--- src/rtl/split_bl_exec.sv ---
module split_bl_exec #(
  parameter int XLEN = 32
) (
  input  logic            clk,
  input  logic            rst,
  input  logic            in_valid,
  input  logic [15:0]     instr,
  input  logic [XLEN-1:0] pc,
  input  logic [XLEN-1:0] lr_in,
  output logic            lr_we,
  output logic [XLEN-1:0] lr_wdata,
  output logic            br_taken,
  output logic [XLEN-1:0] br_target,
  output logic [1:0]      cost_seq,
  output logic            cost_nseq
);
  localparam int OFFW = 11;
  localparam logic [4:0] OP_PRE = 5'b11110;
  localparam logic [4:0] OP_SUF = 5'b11111;

  logic [OFFW-1:0] off;
  logic            is_pre, is_suf;
  logic [XLEN-1:0] hi_off, lo_off, pre_lr, suf_lr, suf_tgt;

  assign off    = instr[OFFW-1:0];
  assign is_pre = in_valid && instr[15:11] == OP_PRE;
  assign is_suf = in_valid && instr[15:11] == OP_SUF;
  assign hi_off = {{(XLEN-OFFW-12){off[OFFW-1]}}, off, 12'b0};
  assign lo_off = {{(XLEN-OFFW-1){1'b0}}, off, 1'b0};
  assign pre_lr = pc + XLEN'(4) + hi_off;
  assign suf_lr = (pc + XLEN'(2)) | XLEN'(1);
  assign suf_tgt = (lr_in + lo_off) & ~XLEN'(1);

  always_ff @(posedge clk) begin
    if (rst) begin
      lr_we     <= 1'b0;
      lr_wdata  <= '0;
      br_taken  <= 1'b0;
      br_target <= '0;
      cost_seq  <= 2'd0;
      cost_nseq <= 1'b0;
    end else begin
      lr_we     <= is_pre || is_suf;
      lr_wdata  <= is_pre ? pre_lr : (is_suf ? suf_lr : '0);
      br_taken  <= is_suf;
      br_target <= is_suf ? suf_tgt : '0;
      cost_seq  <= is_suf ? 2'd2 : (is_pre ? 2'd1 : 2'd0);
      cost_nseq <= is_suf;
    end
  end
endmodule


--- config.mk ---
export PLATFORM = sky130hd
export DESIGN_NAME = split_bl_exec
export DESIGN_NICKNAME = d
export VERILOG_FILES = /design/src/rtl/split_bl_exec.sv
export SDC_FILE = /design/constraint.sdc
export NUM_CORES = 1
export LEC_CHECK = 0
export BUFFER_PORTS_ARGS = -buffer_cell sky130_fd_sc_hd__buf_2
export CAP_MARGIN = 30
export CORE_MARGIN = 2
export CORE_UTILIZATION = 46
export DETAILED_ROUTE_END_ITERATION = 12
export PLACE_DENSITY = 0.77
export SETUP_SLACK_MARGIN = 0.2
export SLEW_MARGIN = 20
export SYNTH_ARGS = -nofsm -noshare
export SYNTH_HDL_FRONTEND = slang
export SYNTH_SLANG_ARGS = --single-unit
--- constraint.sdc ---
create_clock -name clk -period 2.7 [get_ports clk]
set_input_delay 0.54 -clock clk [delete_from_list [all_inputs] [get_ports clk]]
set_output_delay 0.54 -clock clk [all_outputs]
set_load 0.1 [all_outputs]
-- Yosys cells after proc, flatten, opt, wreduce, memory -nomap -nowiden
Index checks and enable logic that the tools add are counted.
- flip-flop bits (word level): 68
- input port bits: 83
- output and inout bits: 69
- $add $sub $neg: 4
- equality and inequality tests: 2
- muxes and demuxes: 4
- bitwise logic cells: 1
- reductions and logical operators: 5
- operators with widths (kind ; number):
    32-bit 2-to-1 mux ; 2
    32-bit by 12-bit adder with 32-bit output ; 1
    32-bit by 2-bit adder with 32-bit output, second input constant ; 1
    32-bit by 3-bit adder with 32-bit output, second input constant ; 1
    32-bit adder ; 1
    5-bit == test, second input constant ; 2
    2-bit OR reduction ; 2
    1-bit logical AND ; 2
    2-bit 2-to-1 mux ; 1
    1-bit logical OR ; 1
    1-bit 2-to-1 mux ; 1
    1-bit inverter ; 1

-- Logic depth before layout (Yosys ltp)
Gate-level depths: netlist of the first run.
- depth after elaboration: 4
- mapped depth: 10
- gate-level depth less buffers: 9

-- Worst setup path after synthesis of the first run
No wires, ideal clock.
- path type: input to register
- start point: input port instr[0]
- end point: register br_target[23]
- setup time: 0.132 ns
- arrival time: 2.666 ns
- data required time: 2.568 ns
- slack: -0.098 ns
- cell stages on the path: 10
- cell sequence: ha_1 > fa_1 > a21oi_1 > o21bai_1 > a2111oi_1 > o31ai_1 > a21oi_1 > clkbuf_1 > or3_1 > a21oi_1
- longest elaborated chain between the ends: 1
- ends and longest elaborated chain (item ; line ; text):
    start, declared ; 7 ; input logic [15:0] instr,
    32-bit by 12-bit adder with 32-bit output ; 32 ; assign suf_tgt = (lr_in + lo_off) & ~XLEN'(1);
    end signal, assigned ; 46 ; br_target <= is_suf ? suf_tgt : '0;
    end, declared ; 13 ; output logic [XLEN-1:0] br_target,
Every way passes these cells.
A chain may end at the register's enable or synchronous reset.

-- Worst setup path after layout of the first run
- start point: input port instr[0]
- end point: register br_target[11]
Same word-level chain as after synthesis.

==> metrics, run 1 <==
Synth Area per Inst=about 8.3 µm²; Die W=102.1 µm; Die Area=around 10000 µm²; Leakage=about 2.8 nW; simple-gate share of the synthesized area=about a quarter; max_slew headroom=roughly three fifths; Post-synth ARST share=0%; CTS tree=built; Post-Syn Instances=537; first drt pass iteration count=5; Sw Share=~31%; crit start category=primary input; I/O Pins=around 150; number of global-route vias before repair=roughly 4.6k; Layout Nets=about 850; fin. max-slew vios=0; Final HPWL DP=roughly 10000 µm; vias post-DR=approximately 4.8k; Hold Fails Final Rpt=0; fin crit period=2.419 ns; # rows=35; multiplexer area fraction after synthesis=less than 1%; layout cells sized above 1=between 30% and 40%; number of antenna violations at the first check in global routing=0; CP arrival=2.65 ns; post-synthesis register bit count=66; CTS clk-pin slew, worst paths=~0.080 ns; Req. time, crit path=roughly 2.9 ns; endpoint type of the worst setup path=register; VDD IR max=257.3 µV; largest family of logic cells by synthesized area=simple AND/OR/NAND/NOR gates; DR iter-0 viols=~190; synth unique cells=between 50 and 60; sequential cell fraction of total power=37.0%; clock share of power=about a third; WL/cell=~15 µm; Synth Area in Compound Gates=21.52%; Initial Utilization=a little under half; Hold WC Path Type=in2reg; Routed WL=approximately 13000 µm; Internal=1.819 mW; Post-synth EDFFs=0; ANT nets after route=0; Max-Cap Viols=0; vias per inst=approximately 5.5; Tot GR Track Use=roughly a quarter; fmax=413.3 MHz; worst setup margin=0.2807 ns; Synth Net Count=around 650; RSZ-0062 raised after global routing=no; Num CTS Buffers=9; Primary FF master, synth=dfxtp_1; worst hold slack=0.3932 ns; Seq/Total Area, Yosys=a little under 30%; root buf cell=clkbuf_8; grt ovf=0; crit share post-route=around 90%; pin count of the biggest net entering global routing=28; CTS Sinks=66; clk buf depth=2; Worst Tran Pin Value=around 0.57 ns; status=complete, no violations; first-pass GRT wire length=~21000 µm; fraction of the mapped netlist area in adder cells=9.489%; xor-xnor portion of the synthesized cell area=~12%; DRC viols=0; Sw Pwr=~0.83 mW; synthesis-to-finish area growth=33.61%; YS warnings=0; IO Port Bufs=149; Gate power share=between 20% and 30%; Placer Congestion=approximately 0.88; final setup violation count=0; Setup crit end=br_target[11]; Final Total Pwr=~2.6 mW; Crit Path Class=in2reg; Die Y-Extent=around 100 µm; htree depth=3; cell area after synthesis=approximately 4400 µm²; crit path from=instr[0]; pwr/cell area=roughly 450 nW/µm²; Worst Path Max Fanout=3; pre-CTS WS=-0.1043 ns; Core Area=9284 µm²
==> cells in the mapped netlist, types with 12 or more instances <==
library cell,instances,area share (%)
and3_1,12,1.7
a21oi_1,40,4.5
ha_1,32,9.0
xor2_1,38,7.5
nor2_1,50,4.2
nand4_1,19,2.7
nand3_1,22,2.5
xnor2_1,24,4.7
clkbuf_1,16,1.4
o21ai_0,23,2.6
dfxtp_1,66,30
nand2_1,43,3.6
==> final cells by class <==
cell class | instances | area [µm²]
Fill cell | 809 | 3364
Multi-Input combinational cell | 440 | 3038
Sequential cell | 66 | 1321
Timing Repair Buffer | 202 | 1145
Tap cell | 129 | 161.4
Clock buffer | 11 | 131.4
Clock inverter | 5 | 78.83
Inverter | 11 | 41.29
Antenna cell | 1 | 2.502
==> cells by family (layout without fill, tap and decap cells) <==
| group | Yosys count | in the layout |
|---|---|---|
| and+or+nand+nor | 201 | 201 |
| AOI/OAI and AO/OA | 141 | 141 |
| DFF | 66 | 66 |
| xor gates and xnor gates | 62 | 62 |
| adders and majority gates | 33 | 33 |
| buffers and inverters | 31 | 229 |
| muxes | 2 | 2 |
| other | 1 | 2 |
==> flip-flops by register name, summed over array words and instances, names as in the netlist <==
| name | flops |
|---|---|
| lr_we | 1 |
| cost_seq | 2 |
| br_target | 31 |
| lr_wdata | 32 |
==> per-layer routing <==
layer	wire [µm]	share of wire, %	vias to the layer above	GRT usage (%)
met5	0	0	-	0
met4	207	1.6	0	8.615
met3	940	7.1	19	5.746
met2	6711	51	189	45.19
met1	5422	41	2230	28.82
li1	-	-	2358	-
==> worst max-delay path, stage by stage <==
cell and delay [ns]:
buf_2 0.12, ha_2 0.19, fa_2 0.35, a21oi_2 0.15, o21bai_2 0.09, a2111oi_4 0.47, o31ai_2 0.15, buf_4 0.16
buf_4 0.12, xor2_1 0.13, and2_1 0.18
==> placed cells by master (no fill, tap or decap), types with 7 or more instances in the layout <==
cell type / netlist / layout
clkbuf_8: 0 / 9
ha_1: 32 / 31
nand2_1: 43 / 43
and3_1: 12 / 12
nand4_1: 19 / 19
inv_1: 10 / 10
a21o_1: 8 / 8
dfxtp_1: 66 / 66
nand3_1: 22 / 22
o21ai_0: 23 / 22
a21oi_1: 40 / 38
xor2_1: 38 / 38
xnor2_1: 24 / 24
buf_2: 1 / 150
a211oi_1: 10 / 10
and2_1: 8 / 8
or3_1: 8 / 8
buf_4: 3 / 51
nor2_1: 50 / 50
nor3_1: 11 / 11
o31ai_1: 11 / 9
o22ai_1: 7 / 7
==> how the worst min path moves through the flow <==
stage | start | to | cells past startpoint
after floorplan | pc[0] | lr_wdata[0] | 2
after global placement | pc[0] | lr_wdata[0] | 3
after detailed placement | pc[0] | lr_wdata[0] | 3
after CTS | pc[0] | lr_wdata[0] | 3
after global routing | pc[0] | lr_wdata[0] | 3
final | pc[0] | lr_wdata[0] | 3
==> repair_timing <==
item,in CTS,in global routing
endpoints found under the setup margin,0,14
setup buffers,0,3
gates resized for setup,0,11
hold buffers,0,0
==> power by group through the flow <==
| stage | Clock (mW) | Sequential (mW) | Combinational, mW |
|---|---|---|---|
| 2_1_floorplan | 0 | 1.04 | 0.417 |
| 3_3_place_gp | 0 | 1.00 | 0.699 |
| 3_5_place_dp | 0 | 1.00 | 0.716 |
| 4_1_cts | 0.929 | 0.980 | 0.721 |
| 5_1_grt | 0.969 | 0.980 | 0.818 |
| 6_report | 0.917 | 0.980 | 0.749 |
==> metrics by stage <==
stage | std cells | TNS, ns | area, µm² | utilization [%]
finish | 865 | 0 | 5919 | 63.76
global route | 864 | 0 | 5917 | 63.73
CTS | 860 | 0 | 5856 | 63.07
detailed placement | 844 | -0.5211 | 5645 | 60.81
global placement | 844 | -0.3513 | 5645 | 60.81
floorplan | 537 | 0 | 4459 | -
Power figures use the tool's default switching activity.
==> run 2, diff against run 1 <==
--- a/config.mk
+++ b/config.mk
@@ -10,6 +10,7 @@
 export CORE_MARGIN = 2
 export CORE_UTILIZATION = 46
 export DETAILED_ROUTE_END_ITERATION = 12
+export MAX_ROUTING_LAYER = met4
 export PLACE_DENSITY = 0.77
 export SETUP_SLACK_MARGIN = 0.2
 export SLEW_MARGIN = 20
==> constraint.sdc (replaced) <==
create_clock -name clk -period 2.7 [get_ports clk]
set_input_delay 0.135 -clock clk [delete_from_list [all_inputs] [get_ports clk]]
set_output_delay 0.135 -clock clk [all_outputs]
set_load 0.1 [all_outputs]
==> run 2 against run 1 <==
Compared with the run above: cell area down 6.7%; maximum frequency up 5.0%; setup slack better by 0.12 ns.
==> metrics, run 2 (synthesis results as in run 1) <==
first-pass GRT wire length=19960 µm (was 20820 µm); Leakage=2.543 nW (was 2.757 nW); DR iter-0 viols=258 (was 189); Core Area=9284 µm² (unchanged); grt ovf=0 (unchanged); crit share post-route=85.34% (was 89.60%); commonest non-fill, non-tap cells in the layout=149 x buf_2, 66 x dfxtp_1, 50 x nor2_1 (was 150 x buf_2, 66 x dfxtp_1, 51 x buf_4); status=complete, no violations (unchanged); number of antenna violations at the first check in global routing=0 (unchanged); Hold Fails Final Rpt=0 (unchanged); vias per inst=5.602 (was 5.545); Die Area=10430 µm² (unchanged); Hold WC Path Type=in2reg (unchanged); Setup TNS=0 ns (unchanged); htree depth=3 (unchanged); Largest regs=lr_wdata x32, br_target x31, cost_seq x2 (unchanged); CTS clk-pin slew, worst paths=0.07 ns (was 0.08 ns); DRC viols=0 (unchanged); design area=5525 µm² (was 5919 µm²); pre-CTS WS=0.09489 ns (was -0.1043 ns); Initial Utilization=47.72% (unchanged); CP max stage cell=fa_1 (was a2111oi_4); Crit Path Class=in2reg (unchanged); synthesis-to-finish area growth=24.71% (was 33.61%); DP Area=5348 µm² (was 5645 µm²); # hold bufs at CTS=0 (unchanged); CP arrival=2.53 ns (was 2.65 ns); Largest Register=lr_wdata (unchanged); Die Y-Extent=102.1 µm (unchanged); CTS Sinks=66 (unchanged); ANT nets after route=0 (unchanged); Routed WL=12810 µm (was 13280 µm); critical-path cell list=buf_2, ha_1, fa_1, a21oi_1, o21bai_1, a2111oi_1, buf_4, o311ai_0, nand4_1, xor2_1, nor2_1 (was buf_2, ha_2, fa_2, a21oi_2, o21bai_2, a2111oi_4, o31ai_2, buf_4, buf_4, xor2_1, and2_1); endpoint type of the worst setup path=register (unchanged); worst setup margin=0.3959 ns (was 0.2807 ns); CP max stage delay=0.41 ns (was 0.47 ns); Post-CTS Setup Bufs=0 (unchanged); pwr/cell area=438.9 nW/µm² (was 446.8 nW/µm²); Req. time, crit path=2.93 ns (about the same); commonest non-fill, non-tap cell in the layout=buf_2 (unchanged); Worst Path Max Fanout=4 (was 3); max reg flops=32 (unchanged); I/O Pins=152 (unchanged); Die W=102.1 µm (unchanged); first drt pass iteration count=5 (unchanged); IO Port Bufs=149 (unchanged); Max-Cap Viols=0 (unchanged); Top Family by Delay on Critical Path=compound AO/OA/AOI/OAI gates (unchanged); VDD IR max=207.7 µV (was 257.3 µV); max_slew headroom=38.24% (was 61.70%); Num CTS Buffers=9 (unchanged); Ant. Diodes=0 (was 1); fin. max-slew vios=0 (unchanged); fillers=854 (was 809); root buf cell=clkbuf_8 (unchanged); crit start category=primary input (unchanged); Worst Tran Pin Value=0.9148 ns (was 0.5684 ns); PostCTS Resize Cnt=0 (unchanged); CTS tree=built (unchanged); Placer Congestion=0.9269 (was 0.8814); final setup violation count=0 (unchanged); # rows=35 (unchanged); Layout Nets=806 (was 846); layout cells sized above 1=26.98% (was 32.24%); Tot GR Track Use=24.94% (was 24.96%); vias post-DR=4605 (was 4796); number of global-route vias before repair=4328 (was 4602); crit path buf inv count=2 (was 3); Final HPWL DP=9979 µm (was 10390 µm); WL/cell=15.58 µm (was 15.35 µm); clk buf depth=2 (unchanged); fin crit period=2.304 ns (was 2.419 ns); fmax=434.0 MHz (was 413.3 MHz); RSZ-0062 raised after global routing=no (unchanged); pin count of the biggest net entering global routing=31 (was 28)
## run 2: final timing paths
kind      from       endpoint  cells after the start
max   instr[0]  br_target[17]                     11
min      pc[0]    lr_wdata[0]                      3
## run 2: metal layers
metal / vias up / global-route usage (%) / part of all wire [%]
met5: - / - / 0
met4: 0 / 8.513 / 2.0
met3: 24 / 4.651 / 6.7
met2: 175 / 41.75 / 49
met1: 2127 / 30.14 / 42
li1: 2279 / - / -
## run 2: power by group
| group | leakage, nW | switching, mW | internal, mW |
|---|---|---|---|
| clock | 0.0903 | 0.376 | 0.397 |
| combinational | 1.92 | 0.406 | 0.265 |
| sequential | 0.532 | 0.00143 | 0.978 |
## run 2: per-stage QoR
stage,cells,hold WS (ns),utilization [%],power [mW]
finish,822,0.007951,59.51,2.425
global route,822,0.02258,59.51,2.546
CTS,822,0.0001198,59.51,2.436
detailed placement,808,0.3569,57.60,1.661
global placement,808,0.3404,57.60,1.644
floorplan,537,0.2508,-,1.452
## run 2: area by class of cell
type	instances	area [µm²]	share of cell area (%)
multi-input combinational	440	2980	53.94
sequential	66	1321	23.91
timing repair buffer	162	843.3	15.26
clock buffer	12	165.2	2.989
tap	129	161.4	2.921
inverter	11	41.29	0.7473
clock inverter	2	12.51	0.2264
